==> src/rtl/i2cm_pkg.sv <==
package i2cm_pkg;
  localparam int REG_W = 8;

  typedef enum logic [1:0] {
    CMD_IDLE  = 2'b00,
    CMD_BYTE  = 2'b01,
    CMD_START = 2'b10,
    CMD_STOP  = 2'b11
  } i2cm_cmd_e;

  typedef enum logic [3:0] {
    SQ_IDLE,
    SQ_ST_REL,
    SQ_ST_SDA,
    SQ_ST_SCL,
    SQ_BIT_LO,
    SQ_BIT_HI,
    SQ_BYTE_END,
    SQ_SP_LOW,
    SQ_SP_SCL,
    SQ_SP_SDA
  } i2cm_state_e;
endpackage

==> src/rtl/i2cm_tick.sv <==
module i2cm_tick #(
  parameter int HALF_DIV = 250
) (
  input  logic clk,
  input  logic rst_n,
  input  logic run,
  output logic tick
);
  localparam int CW = (HALF_DIV > 2) ? $clog2(HALF_DIV) : 1;
  localparam logic [CW-1:0] LAST = CW'(HALF_DIV - 1);

  logic [CW-1:0] cnt_q, cnt_d;

  always_comb begin
    cnt_d = cnt_q;
    if (!run)               cnt_d = '0;
    else if (cnt_q == LAST) cnt_d = '0;
    else                    cnt_d = cnt_q + 1'b1;
  end

  always_ff @(posedge clk or negedge rst_n) begin
    if (!rst_n) cnt_q <= '0;
    else        cnt_q <= cnt_d;
  end

  assign tick = run && (cnt_q == LAST);

  // a tick only ever follows a full count of the half period
  p_tick_spacing_r12: assert property (@(posedge clk) disable iff (!rst_n)
    tick |=> !tick);
endmodule

==> src/rtl/i2cm_sync.sv <==
module i2cm_sync #(
  parameter int STAGES = 2
) (
  input  logic clk,
  input  logic rst_n,
  input  logic d,
  output logic q
);
  logic [STAGES-1:0] sh_q;

  always_ff @(posedge clk or negedge rst_n) begin
    if (!rst_n) sh_q <= '1;
    else        sh_q <= {sh_q[STAGES-2:0], d};
  end

  assign q = sh_q[STAGES-1];
endmodule

==> src/rtl/i2cm_seq.sv <==
module i2cm_seq
  import i2cm_pkg::*;
#(
  parameter int DATA_W = 8
) (
  input  logic              clk,
  input  logic              rst_n,
  input  logic              go,
  input  i2cm_cmd_e         cmd,
  input  logic [DATA_W-1:0] tx_byte,
  input  logic              ack_send,
  input  logic              tick,
  input  logic              sda_s,
  input  logic              man_load,
  input  logic              man_scl,
  input  logic              man_sda,
  output logic              busy,
  output logic              scl_rel,
  output logic              sda_rel,
  output logic [DATA_W-1:0] rx_byte,
  output logic              ack_rcv
);
  localparam int BW = $clog2(DATA_W + 1);
  localparam logic [BW-1:0] ACK_SLOT = BW'(DATA_W);

  i2cm_state_e       state_q, state_d;
  logic              scl_q, scl_d, sda_q, sda_d;
  logic              pend_q, pend_d, pval_q, pval_d;
  logic [DATA_W:0]   sh_q, sh_d;
  logic [DATA_W-1:0] rx_q, rx_d;
  logic              ack_q, ack_d;
  logic [BW-1:0]     cnt_q, cnt_d;

  always_comb begin
    state_d = state_q;
    scl_d   = scl_q;
    sda_d   = sda_q;
    pend_d  = 1'b0;
    pval_d  = pval_q;
    sh_d    = sh_q;
    rx_d    = rx_q;
    ack_d   = ack_q;
    cnt_d   = cnt_q;
    // SDA update deferred one cycle after SCL has gone low
    if (pend_q) sda_d = pval_q;
    unique case (state_q)
      SQ_IDLE: begin
        if (man_load) begin
          scl_d = man_scl;
          sda_d = man_sda;
        end
        if (go) begin
          sh_d = {tx_byte, ack_send};
          unique case (cmd)
            CMD_START: begin
              state_d = SQ_ST_REL;
              scl_d   = 1'b1;
              sda_d   = 1'b1;
            end
            CMD_BYTE: begin
              state_d = SQ_BIT_LO;
              scl_d   = 1'b0;
              pend_d  = 1'b1;
              pval_d  = tx_byte[DATA_W-1];
              cnt_d   = '0;
            end
            CMD_STOP: begin
              state_d = SQ_SP_LOW;
              scl_d   = 1'b0;
              pend_d  = 1'b1;
              pval_d  = 1'b0;
            end
            default: state_d = SQ_IDLE;
          endcase
        end
      end
      SQ_ST_REL: if (tick) begin state_d = SQ_ST_SDA; sda_d = 1'b0; end
      SQ_ST_SDA: if (tick) begin state_d = SQ_ST_SCL; scl_d = 1'b0; end
      SQ_ST_SCL: if (tick) begin
        state_d = SQ_BIT_LO;
        cnt_d   = '0;
        pend_d  = 1'b1;
        pval_d  = sh_q[DATA_W];
      end
      SQ_BIT_LO: if (tick) begin state_d = SQ_BIT_HI; scl_d = 1'b1; end
      SQ_BIT_HI: if (tick) begin
        scl_d = 1'b0;
        if (cnt_q == ACK_SLOT) begin
          ack_d   = sda_s;
          state_d = SQ_BYTE_END;
        end else begin
          rx_d    = {rx_q[DATA_W-2:0], sda_s};
          sh_d    = {sh_q[DATA_W-1:0], 1'b0};
          cnt_d   = cnt_q + 1'b1;
          state_d = SQ_BIT_LO;
          pend_d  = 1'b1;
          pval_d  = sh_q[DATA_W-1];
        end
      end
      SQ_BYTE_END: if (tick) state_d = SQ_IDLE;
      SQ_SP_LOW:   if (tick) begin state_d = SQ_SP_SCL; scl_d = 1'b1; end
      SQ_SP_SCL:   if (tick) begin state_d = SQ_SP_SDA; sda_d = 1'b1; end
      SQ_SP_SDA:   if (tick) state_d = SQ_IDLE;
      default:     state_d = SQ_IDLE;
    endcase
  end

  always_ff @(posedge clk or negedge rst_n) begin
    if (!rst_n) begin
      state_q <= SQ_IDLE;
      scl_q   <= 1'b1;
      sda_q   <= 1'b1;
      pend_q  <= 1'b0;
      pval_q  <= 1'b1;
      sh_q    <= '0;
      rx_q    <= '0;
      ack_q   <= 1'b0;
      cnt_q   <= '0;
    end else begin
      state_q <= state_d;
      scl_q   <= scl_d;
      sda_q   <= sda_d;
      pend_q  <= pend_d;
      pval_q  <= pval_d;
      sh_q    <= sh_d;
      rx_q    <= rx_d;
      ack_q   <= ack_d;
      cnt_q   <= cnt_d;
    end
  end

  assign busy    = (state_q != SQ_IDLE);
  assign scl_rel = scl_q;
  assign sda_rel = sda_q;
  assign rx_byte = rx_q;
  assign ack_rcv = ack_q;

  // inside a byte, SDA holds while SCL stays high
  p_sda_quiet_r7: assert property (@(posedge clk) disable iff (!rst_n)
    ((state_q inside {SQ_BIT_LO, SQ_BIT_HI, SQ_BYTE_END}) && $past(scl_q) && scl_q)
      |-> $stable(sda_q));

  // SDA is already low when START pulls SCL low
  p_start_order_r5: assert property (@(posedge clk) disable iff (!rst_n)
    (state_q == SQ_ST_SCL && $past(state_q) == SQ_ST_SDA) |-> !sda_q);

  // STOP finishes with both lines released
  p_stop_release_r6: assert property (@(posedge clk) disable iff (!rst_n)
    ($fell(busy) && $past(state_q) == SQ_SP_SDA) |-> (scl_q && sda_q));

  // a byte finishes holding SCL low
  p_byte_scl_low_r8: assert property (@(posedge clk) disable iff (!rst_n)
    ($fell(busy) && $past(state_q) == SQ_BYTE_END) |-> !scl_q);
endmodule

==> src/rtl/i2c_cmd_master.sv <==
module i2c_cmd_master
  import i2cm_pkg::*;
#(
  parameter int HALF_DIV = 250
) (
  input  logic             clk,
  input  logic             rst_n,
  input  logic             wr_en,
  input  logic             wr_sel,
  input  logic [REG_W-1:0] wr_data,
  input  logic             rd_sel,
  output logic [REG_W-1:0] rd_data,
  input  logic             sda_i,
  output logic             scl_low_o,
  output logic             sda_low_o
);
  i2cm_cmd_e        cmd_q, cmd_d;
  logic             acks_q, acks_d;
  logic             busy, tick, sda_s, scl_rel, sda_rel, ack_rcv;
  logic             ctrl_wr, go;
  logic [REG_W-1:0] rx_byte;

  assign ctrl_wr = wr_en && !wr_sel && !busy;
  assign go      = wr_en &&  wr_sel && !busy && (cmd_q != CMD_IDLE);

  always_comb begin
    cmd_d  = cmd_q;
    acks_d = acks_q;
    if (ctrl_wr) begin
      cmd_d  = i2cm_cmd_e'(wr_data[1:0]);
      acks_d = wr_data[5];
    end
  end

  always_ff @(posedge clk or negedge rst_n) begin
    if (!rst_n) begin
      cmd_q  <= CMD_IDLE;
      acks_q <= 1'b0;
    end else begin
      cmd_q  <= cmd_d;
      acks_q <= acks_d;
    end
  end

  i2cm_tick #(.HALF_DIV(HALF_DIV)) u_tick (
    .clk  (clk),
    .rst_n(rst_n),
    .run  (busy),
    .tick (tick)
  );

  i2cm_sync #(.STAGES(2)) u_sync (
    .clk  (clk),
    .rst_n(rst_n),
    .d    (sda_i),
    .q    (sda_s)
  );

  i2cm_seq #(.DATA_W(REG_W)) u_seq (
    .clk     (clk),
    .rst_n   (rst_n),
    .go      (go),
    .cmd     (cmd_q),
    .tx_byte (wr_data),
    .ack_send(acks_q),
    .tick    (tick),
    .sda_s   (sda_s),
    .man_load(ctrl_wr),
    .man_scl (wr_data[2]),
    .man_sda (wr_data[3]),
    .busy    (busy),
    .scl_rel (scl_rel),
    .sda_rel (sda_rel),
    .rx_byte (rx_byte),
    .ack_rcv (ack_rcv)
  );

  assign rd_data   = rd_sel ? rx_byte
                            : {busy, ack_rcv, acks_q, sda_s, sda_rel, scl_rel, cmd_q};
  assign scl_low_o = !scl_rel;
  assign sda_low_o = !sda_rel;

  // control writes during a sequence leave command and ACK-send alone
  p_busy_ctrl_hold_r9: assert property (@(posedge clk) disable iff (!rst_n)
    (busy && wr_en && !wr_sel) |=> ($stable(cmd_q) && $stable(acks_q)));

  // a data write with command 00 never raises busy
  p_idle_nogo_r2: assert property (@(posedge clk) disable iff (!rst_n)
    (!busy && wr_en && wr_sel && cmd_q == CMD_IDLE) |=> !busy);

  // an accepted data write raises busy on the next clock
  p_go_busy_r8: assert property (@(posedge clk) disable iff (!rst_n)
    (!busy && wr_en && wr_sel && cmd_q != CMD_IDLE) |=> busy);

  // idle control write drives SCL as written
  p_manual_scl_r10: assert property (@(posedge clk) disable iff (!rst_n)
    (!busy && wr_en && !wr_sel) |=> (scl_low_o == !$past(wr_data[2])));
endmodule

==> config.mk <==
export PLATFORM = sky130hd
export DESIGN_NAME = i2c_cmd_master
export DESIGN_NICKNAME = d
export VERILOG_FILES = /design/src/rtl/i2cm_pkg.sv /design/src/rtl/i2cm_tick.sv /design/src/rtl/i2cm_sync.sv /design/src/rtl/i2cm_seq.sv /design/src/rtl/i2c_cmd_master.sv
export SDC_FILE = /design/constraint.sdc
export NUM_CORES = 1
export LEC_CHECK = 0
export ABC_AREA = 1
export BUFFER_PORTS_ARGS = -buffer_cell sky130_fd_sc_hd__buf_2
export CAP_MARGIN = 20
export CORE_UTILIZATION = 50
export CTS_CLUSTER_DIAMETER = 30
export DETAILED_ROUTE_END_ITERATION = 10
export GPL_TIMING_DRIVEN = 0
export PLACE_DENSITY = 0.78
export SETUP_SLACK_MARGIN = 0.4
export SLEW_MARGIN = 20
export SYNTH_ARGS = -nofsm -noshare
export SYNTH_HDL_FRONTEND = slang
export SYNTH_SLANG_ARGS = --single-unit
export TNS_END_PERCENT = 50
==> constraint.sdc <==
create_clock -name clk -period 1.8 [get_ports clk]
set_input_delay 0.36 -clock clk [delete_from_list [all_inputs] [get_ports clk]]
set_output_delay 0.36 -clock clk [all_outputs]
set_load 0.03 [all_outputs]
==> flow_summary.toml, run 1 <==
[status]
outcome = "finished, final reports clean"

[power_and_ir_drop]
p_seq_frac = 0.262
swShare = 0.480
p_leak_nw = 1.65
irDropWorstVdd_uv = 1140
netSwitchingPower_mw = 2.67
powerDensity_nw_per_um2 = 1630
clkPwrFrac = 0.140
p_comb_frac = 0.598
p_int_mw = 2.89

[critical_path]
worst-path-buf-inv = 3
reg2reg_depth = 11
crit-reg2reg-capture = "u_seq.pval_q"
arrival_ns = 1.99
critPathTopFamily = "simple AND/OR/NAND/NOR gates"
slowest_delay_ns = 0.39
critPathLaunchType = "flop"
slowest_stage = "dfrtp_1"
endpoint = "u_seq.pval_q"
path_cells = "inv_1, ha_2, nand2_2, nor3_4, nand2_4, buf_4, o21ai_2, inv_1, nand2_4, nand2_1, nand2_1"
r2r_slack_ns = 0.08
required_ns = 2.06
cp-end-kind = "flop"
cp_max_fo = 4
critical_path_depth = 11
crit_start = "u_tick.cnt_q[1]"
reg2reg_from = "u_tick.cnt_q[1]"
critPathKind = "reg2reg"

[logic_synthesis]
synth-seq-cells = 43
ys_seq_area_frac = 0.430
syn_nets = 341
synthCells = 323
synth_cell_types = 34
synth_area_um2 = 2510
yosysWarnings = 0
syn_avg_cell_area_um2 = 7.79

[timing]
max_slew.worst_pin.slew_ns = 0.981
holdWs_ns = 0.148
setup_viol = 0
finalMaxSlewViolations = 0
rsz0062_at_grt = "yes"
fmax_mhz = 580
final-hold-violation-count = 0
worst_slack_ns = 0.0770
timing.setup.tns_ns = 0
post-route-period-util = 0.957
period_needed_ns = 1.72
slew-limit-headroom = 0.346
skew_ns = 0.0182

[placed_design]
hpwl_um = 3900
place.gp.congestion = 0.953
portBuffers = 23
dp_worst_setup_slack_ns = 0.103

[detailed_routing]
drt-initial-drc-count = 213
viasPerCell = 5.78
drt-total-wl_um = 7400
post_drt_wl_per_cell_um = 16.2
ant_nets = 0
drcViolationCount = 0
vias = 2647
drt-pass1-iter-count = 6

[layout]
final_common_cell = "nand2_1"
area_delta_synth_final_pct = 35.3
post_route_cells_drive_above_1_share = 0.402
layout.nets = 408
most-common-layout-cells = "92 x nand2_1, 34 x dfrtp_1, 33 x buf_4"
final_util = 0.711
antenna_cells = 0

[floorplanning]
core_um2 = 4790
die-area_um2 = 5320
start_util = 0.525
row_count = 25
pin_count = 24
die_height_um = 72.9
die_x_um = 72.9

[clocking]
cts_tree = "done"
clkSinkCount = 43
postCtsHoldBufs = 0
path_clk_slew_ns = 0.10
cts_root_buf = "clkbuf_8"
htreeDepth = 2
cts_buffers = 5
clockBufferDepth = 2
insertion_delay_ns = 0.31

[grt]
grtUsageTotal = 0.267
grt_first_pass_wirelength_um = 10800
grt.overflow.total = 0
grt_max_degree = 44
grt_pass1_vias = 2306
antenna_found_initial = 0

[run]
cap_violations = 0

[min_path]
hold_class = "in2reg"
whs_path_depth = 1
## logic make-up after synthesis
family | after synthesis | share of synthesized area
AND/OR/NAND/NOR | 195 | 0.368
buffers and inverters | 37 | 0.0622
flip-flops | 43 | 0.430
adder cells (fa/ha/maj) | 4 | 0.0199
AO/OA/AOI/OAI | 40 | 0.106
XOR/XNOR | 4 | 0.0139
## repair_timing
action                                  in CTS  in global routing
pin swaps                                   13                  8
gates resized for setup                     33                 51
endpoints found under the setup margin      48                 51
buffers inserted                            20                 14
cloned                                       3                  0
## worst min path at each step
stage	slack, ns	startpoint	endpoint
6_report	0.15	sda_i	u_sync.sh_q[0]
3_5_place_dp	0.35	u_sync.sh_q[0]	u_sync.sh_q[1]
5_1_grt	0.14	sda_i	u_sync.sh_q[0]
2_1_floorplan	0.06	rst_n	acks_q
3_3_place_gp	0.35	u_sync.sh_q[0]	u_sync.sh_q[1]
4_1_cts	0.15	sda_i	u_sync.sh_q[0]
## worst reg2reg max path, cell delays in order, from the launching register on
cell and delay (ns):
dfrtp_1 0.39, inv_1 0.06, ha_2 0.16, nand2_2 0.06
nor3_4 0.20, nand2_4 0.13, buf_4 0.17, o21ai_2 0.17
inv_1 0.12, nand2_4 0.08, nand2_1 0.07, nand2_1 0.07
## per-layer routing
metal	vias up	GRT usage	part of all wire
li1	1185	-	-
met1	1252	0.342	0.39
met2	155	0.449	0.49
met3	55	0.0539	0.074
met4	0	0.0937	0.044
met5	-	0	0
## final cells by class
class	count	area, µm²
clock inverters	3	43.8
plain buffers	4	42.5
flip-flops and latches	43	1090
well taps	67	83.8
clock buffers	5	68.8
repair buffers	58	460
multi-input cells	245	1490
inverters	33	131
fillers	315	1380
## sequential cells by signal, summed over array words and instances, names as in the netlist, 2 cells and up
name / flops
u_seq.rx_byte: 8
u_seq.cnt_q: 4
cmd_q: 2
u_sync.sh_q: 2
u_seq.sh_q: 9
u_seq.state_q: 4
u_tick.cnt_q: 8
## power by group through the flow
stage | logic (mW) | clock network (mW) | registers [mW]
final | 3.33 | 0.778 | 1.46
after global routing | 3.56 | 0.815 | 1.48
after CTS | 2.79 | 0.772 | 1.43
after detailed placement | 2.18 | 0 | 1.48
after global placement | 2.13 | 0 | 1.47
after floorplan | 1.73 | 0 | 1.43
## synth_stat cells
cell type | number | area share
o21ai_1 | 2 | 0.0040
nor2_4 | 4 | 0.018
o21ai_0 | 18 | 0.036
clkbuf_1 | 1 | 0.0015
o211ai_1 | 1 | 0.0030
xnor2_1 | 1 | 0.0035
a21oi_4 | 1 | 0.0065
ha_1 | 4 | 0.020
nand3_4 | 2 | 0.014
o31ai_1 | 1 | 0.0030
nor3b_1 | 3 | 0.0090
buf_4 | 1 | 0.0030
nand4_1 | 12 | 0.030
nand2_1 | 107 | 0.16
dfstp_2 | 5 | 0.052
o21ai_4 | 1 | 0.0065
clkinv_2 | 1 | 0.0020
nor2_1 | 30 | 0.045
inv_1 | 29 | 0.043
nand3_2 | 2 | 0.0080
buf_8 | 1 | 0.0060
nand2_2 | 7 | 0.017
nor3_4 | 1 | 0.0065
nand2_4 | 2 | 0.0090
o21a_1 | 2 | 0.0060
buf_2 | 1 | 0.0020
o21ai_2 | 5 | 0.017
dfrtp_1 | 38 | 0.38
inv_2 | 3 | 0.0045
xor2_1 | 3 | 0.010
a21oi_1 | 5 | 0.0099
nand3_1 | 21 | 0.042
a21oi_2 | 4 | 0.014
nor2_2 | 4 | 0.0099
## stage by stage
stage | total power, mW | cells | area [µm²]
finish | 5.56 | 458 | 3400
global route | 5.86 | 458 | 3400
CTS | 4.99 | 444 | 3180
detailed placement | 3.66 | 413 | 2730
global placement | 3.60 | 413 | 2730
floorplan | 3.16 | 323 | 2530
No activity file was read; power rests on OpenSTA's default activity.
==> run 2, diff against run 1 <==
--- a/config.mk
+++ b/config.mk
@@ -5,7 +5,6 @@
 export SDC_FILE = /design/constraint.sdc
 export NUM_CORES = 1
 export LEC_CHECK = 0
-export ABC_AREA = 1
 export BUFFER_PORTS_ARGS = -buffer_cell sky130_fd_sc_hd__buf_2
 export CAP_MARGIN = 20
 export CORE_UTILIZATION = 50
==> run 2 against run 1 <==
  * Die area shrank 8.9%
  * Highest routed layer unchanged
  * Critical path type unchanged
  * Maximum frequency decreased by 21%
  * Total power is 70% lower
  * First-iteration DRC count increased by 15%
  * The run now ends with setup timing left
  * Count of clock-buffer cells in the layout grew 1
==> flow_summary.toml, run 2 <==
[power_and_ir_drop]
finalPower_mw = 1.68
p_leak_nw = 1.47
powerDensity_nw_per_um2 = 530
irDropWorstVdd_uv = 431

[logic_synthesis]
ys_seq_area_frac = 0.473
synth_top_area_frac = 0.416
syn_avg_cell_area_um2 = 10.0
synth_common_cells = "38 x dfrtp_1, 35 x nand2_1, 28 x mux2_2, 15 x nor2_1, 13 x o21ai_0"
syn_nets = 246
async_reset_ff_frac = 1.00
synth-seq-cells = 43
ys.flop_type = "dfrtp_1"
yosysWarnings = 0
synth-edff-count = 0
synth_cell_types = 42
synth_area_leaders = "dfrtp_1 42%, mux2_2 14%, dfstp_2 5.7%"
synth_area_um2 = 2290
yosysTopAreaCell = "dfrtp_1"
synth_most_common_cell = "dfrtp_1"
synthCells = 228

[layout]
seq_area_um2 = 1080
multi_input_area_um2 = 1430
design_area_um2 = 3180
post_route_cells_drive_above_1_share = 0.448
largest_reg_flops = 9
area_delta_synth_final_pct = 38.9
regMostFlops = "u_seq.sh_q"
fill_cells = 272
final_common_cell = "dfrtp_1"
antenna_cells = 0
layout.nets = 305
fin_cells = 340
most-common-layout-cells = "37 x dfrtp_1, 33 x nand2_1, 23 x mux2_4"

[critical_path]
critPathLaunchType = "flop"
critPathTopFamily = "simple AND/OR/NAND/NOR gates"
cp-end-kind = "flop"
critPathMostFrequentCell = "buf_6"
critical_path_depth = 7
cp_max_fo = 5
endpoint = "u_seq.sh_q[2]"
required_ns = 2.00
critPathKind = "reg2reg"
path_cells = "or4_4, buf_6, buf_4, buf_6, nor2_4, a2bb2oi_4, mux2_4"
worst-path-buf-inv = 3
crit_start = "u_seq.state_q[0]"
crit-reg2reg-capture = "u_seq.sh_q[2]"
slowest_stage = "or4_4"
reg2reg_depth = 7
r2r_slack_ns = -0.39
slowest_delay_ns = 0.54
arrival_ns = 2.39
reg2reg_from = "u_seq.state_q[0]"

[grt]
grt_first_pass_wirelength_um = 9310
grt_pass1_vias = 1959
grt_max_degree = 44
grtUsageTotal = 0.243
antenna_found_initial = 0
grt.overflow.total = 0

[timing]
period_needed_ns = 2.19
finalMaxSlewViolations = 0
worst_slack_ns = -0.388
post-route-period-util = 1.22
setup_viol = 29
fmax_mhz = 457
final-hold-violation-count = 0
rsz0062_at_grt = "yes"
max_slew.worst_pin.slew_ns = 0.942
slew-limit-headroom = 0.372
skew_ns = 0.0122
timing.setup.tns_ns = -7.58
holdWs_ns = 0.159

[clocking]
clockBufferDepth = 2
cts_root_buf = "clkbuf_8"
cts_tree = "done"
cts_buffers = 5
path_clk_slew_ns = 0.08
clkSinkCount = 43
insertion_delay_ns = 0.31
htreeDepth = 2

[min_path]
min_from = "sda_i"
whs_path_depth = 1
hold_class = "in2reg"

[placed_design]
postPlaceCellArea_um2 = 2540
portBuffers = 22
dp_cells = 302
hpwl_um = 3420
place.gp.congestion = 0.875

[status]
violations = "setup timing"
outcome = "finished with violations"

[floorplanning]
die_x_um = 69.6
row_count = 24
core_um2 = 4380
die_height_um = 69.6
pin_count = 24
start_util = 0.521
die-area_um2 = 4850

[detailed_routing]
post_drt_wl_per_cell_um = 17.7
drcViolationCount = 0
vias = 2060
ant_nets = 0
viasPerCell = 6.06
drt-initial-drc-count = 245
drt-total-wl_um = 6010
drt-pass1-iter-count = 5

[run]
cap_violations = 0
==> run 2: changes by cell type after synthesis, sizes merged, moves of 4 or more <==
| cell | before | now |
|---|---|---|
| mux2 | 0 | 28 |
| nand4 | 12 | 2 |
| nand2 | 116 | 35 |
| clkbuf | 1 | 8 |
| nor2 | 38 | 15 |
| a21oi | 10 | 6 |
| o21ai | 26 | 13 |
| nand3 | 25 | 10 |
| inv | 32 | 11 |
==> run 2: stage by stage <==
step	setup WS, ns	util
after floorplan	-0.236	-
after global placement	-0.456	0.580
after detailed placement	-0.517	0.580
after CTS	-0.317	0.687
after global routing	-0.474	0.724
final	-0.388	0.724
==> run 2: layout make-up <==
cell class / instances / area share
Buffer: 9 / 0.0193
Clock buffer: 6 / 0.0229
Clock inverter: 2 / 0.00394
Inverter: 11 / 0.0130
Multi-Input combinational cell: 166 / 0.450
Sequential cell: 43 / 0.341
Tap cell: 52 / 0.0205
Timing Repair Buffer: 51 / 0.129
==> run 2: how the worst min path moves through the flow <==
stage	end	slack, ns
finish	u_sync.sh_q[0]	0.16
global route	u_sync.sh_q[0]	0.15
CTS	u_sync.sh_q[0]	0.16
detailed placement	u_sync.sh_q[1]	0.35
global placement	u_sync.sh_q[1]	0.35
floorplan	acks_q	0.06
==> run 2: power by group <==
group          switching, mW  leakage [nW]  internal (mW)
logic                 0.0611         0.897         0.0381
clock network          0.334        0.0412          0.271
registers            0.00738         0.531          0.972
==> run 2: cell families (layout without fill, tap and decap cells) <==
family	after synthesis	in the layout	synth area share
compound gates	40	41	0.117
xor+xnor	7	7	0.0268
fa+ha+maj	4	4	0.0219
buf+inv	20	79	0.0334
flops	43	43	0.473
mux	31	31	0.151
simple gates	83	83	0.177
==> run 2: per-layer routing <==
| metal | wire [µm] | part of all wire | GRT usage | up-vias |
|---|---|---|---|---|
| met1 | 2460 | 0.41 | 0.320 | 1007 |
| li1 | - | - | - | 927 |
| met4 | 155 | 0.026 | 0.0933 | 0 |
| met3 | 374 | 0.062 | 0.0465 | 25 |
| met2 | 3020 | 0.50 | 0.397 | 101 |
| met5 | 0 | 0 | 0 | - |
==> run 2: timing repair <==
item                                    in CTS  in global routing
endpoints found under the setup margin      51                 51
gates cloned                                 2                  0
resized for setup                           60                 30
hold endpoints to repair                     0                  0
setup buffers                               19                  9
hold buffers                                 0                  0
pin swaps                                   15                 15
==> run 3, diff against run 2 <==
--- a/config.mk
+++ b/config.mk
@@ -7,12 +7,15 @@
 export LEC_CHECK = 0
 export BUFFER_PORTS_ARGS = -buffer_cell sky130_fd_sc_hd__buf_2
 export CAP_MARGIN = 20
+export CORE_MARGIN = 4
 export CORE_UTILIZATION = 50
 export CTS_CLUSTER_DIAMETER = 30
 export DETAILED_ROUTE_END_ITERATION = 10
+export GPL_ROUTABILITY_DRIVEN = 1
 export GPL_TIMING_DRIVEN = 0
 export PLACE_DENSITY = 0.78
 export SETUP_SLACK_MARGIN = 0.4
+export SKIP_LAST_GASP = 1
 export SLEW_MARGIN = 20
 export SYNTH_ARGS = -nofsm -noshare
 export SYNTH_HDL_FRONTEND = slang
==> run 3 against run 2 <==
  * The flow still finishes with violations (setup timing)
  * Register-to-register slack got worse by 0.02 ns
  * Non-clock buffer count is 3 lower
  * Via count decreased by 1.2%
  * Critical path type unchanged
  * Maximum frequency down 0.69%
==> flow_summary.toml, run 3 (synthesis gave the netlist of run 2 again) <==
[status]
outcome = "finished with violations"
violations = "setup timing"

[layout]
largest_reg_flops = 9
most-common-layout-cells = "37 x dfrtp_1, 35 x nand2_1, 23 x buf_4"
final_common_cell = "dfrtp_1"
layout.nets = 302
area_delta_synth_final_pct = 32.9
fill_cells = 297
post_route_cells_drive_above_1_share = 0.396
regMostFlops = "u_seq.sh_q"
antenna_cells = 0

[clocking]
path_clk_slew_ns = 0.08
clockBufferDepth = 2
postCtsHoldBufs = 0
cts_tree = "done"
cts_buffers = 5
insertion_delay_ns = 0.31
cts_root_buf = "clkbuf_8"
htreeDepth = 2
clkSinkCount = 43

[critical_path]
critPathKind = "reg2reg"
r2r_slack_ns = -0.40
critPathMostFrequentCell = "nand2_1"
worst-path-buf-inv = 2
slowest_delay_ns = 0.65
cp-end-kind = "flop"
reg2reg_depth = 6
cp_max_fo = 10
arrival_ns = 2.40
critPathTopFamily = "simple AND/OR/NAND/NOR gates"
reg2reg_from = "u_seq.state_q[3]"
crit-reg2reg-capture = "u_seq.state_q[0]"
path_cells = "buf_4, clkbuf_1, nor4_1, nand2_1, nand2_1, mux2_2"
critPathLaunchType = "flop"
required_ns = 2.00
slowest_stage = "nor4_1"

[detailed_routing]
post_drt_wl_per_cell_um = 17.5
ant_nets = 0
drt-pass1-iter-count = 4
drt-total-wl_um = 5900
vias = 2035
viasPerCell = 6.04
drt-initial-drc-count = 209
drcViolationCount = 0

[placed_design]
place.gp.congestion = 0.847
hpwl_um = 3470
portBuffers = 22
dp_worst_setup_slack_ns = -0.482

[timing]
max_slew.worst_pin.slew_ns = 0.932
finalMaxSlewViolations = 0
post-route-period-util = 1.22
worst_slack_ns = -0.403
fmax_mhz = 454
slew-limit-headroom = 0.379
skew_ns = 0.00740
rsz0062_at_grt = "yes"
final-hold-violation-count = 0
setup_viol = 29
period_needed_ns = 2.20
holdWs_ns = 0.149

[power_and_ir_drop]
p_leak_nw = 1.42
finalPower_mw = 1.71
irDropWorstVdd_uv = 609
powerDensity_nw_per_um2 = 563

[grt]
grt_pass1_vias = 1913
grtUsageTotal = 0.210
grt.overflow.total = 0
grt_max_degree = 44
grt_first_pass_wirelength_um = 9000
antenna_found_initial = 0

[floorplanning]
row_count = 24
die-area_um2 = 5720
die_height_um = 75.6
pin_count = 24
die_x_um = 75.6
core_um2 = 4380
start_util = 0.521

[min_path]
min_from = "sda_i"
hold-path-endpoint = "u_sync.sh_q[0]"
whs_path_depth = 1
hold_class = "in2reg"

[run]
cap_violations = 0
## run 3: worst max path at each step
stage                          start          endpoint  slack, ns  cells after the start
finish              u_seq.state_q[3]  u_seq.state_q[0]      -0.40                      6
global route        u_seq.state_q[3]    u_seq.cnt_q[0]      -0.51                      7
CTS                 u_seq.state_q[0]        rd_data[7]      -0.34                      4
detailed placement  u_seq.state_q[0]    u_seq.cnt_q[1]      -0.48                      5
global placement    u_seq.state_q[3]    u_seq.cnt_q[1]      -0.45                      5
floorplan           u_seq.state_q[0]    u_seq.cnt_q[1]      -0.24                      5
## run 3: stage by stage
step	setup TNS (ns)	area (µm²)	std cells	utilization
CTS	-4.28	2930	331	0.669
global route	-7.75	3040	337	0.693
detailed placement	-6.20	2540	302	0.580
global placement	-5.68	2540	302	0.580
finish	-5.87	3040	337	0.693
floorplan	-2.38	2370	228	-
## run 3: power breakdown
group	internal [mW]	switching, mW
Sequential	0.972	0.00740
Combinational	0.0321	0.0595
Clock	0.309	0.330
Total	1.31	0.396
## run 3: area by class of cell
type,instances,area [µm²],area share
clock buffer,7,86.3,0.0284
inverter,11,41.3,0.0136
sequential,43,1080,0.357
buffer,9,53.8,0.0177
clock inverter,1,5.00,0.00165
multi-input combinational,166,1380,0.453
timing repair buffer,48,325,0.107
tap,52,65.1,0.0214
## run 3: layer usage
metal / vias to the layer above / part of all wire / wire (µm) / track usage
met3: 22 / 0.058 / 344 / 0.0409
met4: 0 / 0.032 / 191 / 0.0990
li1: 925 / - / - / -
met2: 81 / 0.50 / 2920 / 0.350
met1: 1007 / 0.41 / 2440 / 0.260
met5: - / 0 / 0 / 0
## run 3: timing repair
| action | CTS | global route |
|---|---|---|
| pin swaps | 8 | 5 |
| endpoints found under the setup margin | 51 | 51 |
| resized for setup | 31 | 15 |
| setup buffers | 19 | 6 |
| cloned | 2 | 0 |
| hold endpoints to repair | 0 | 0 |
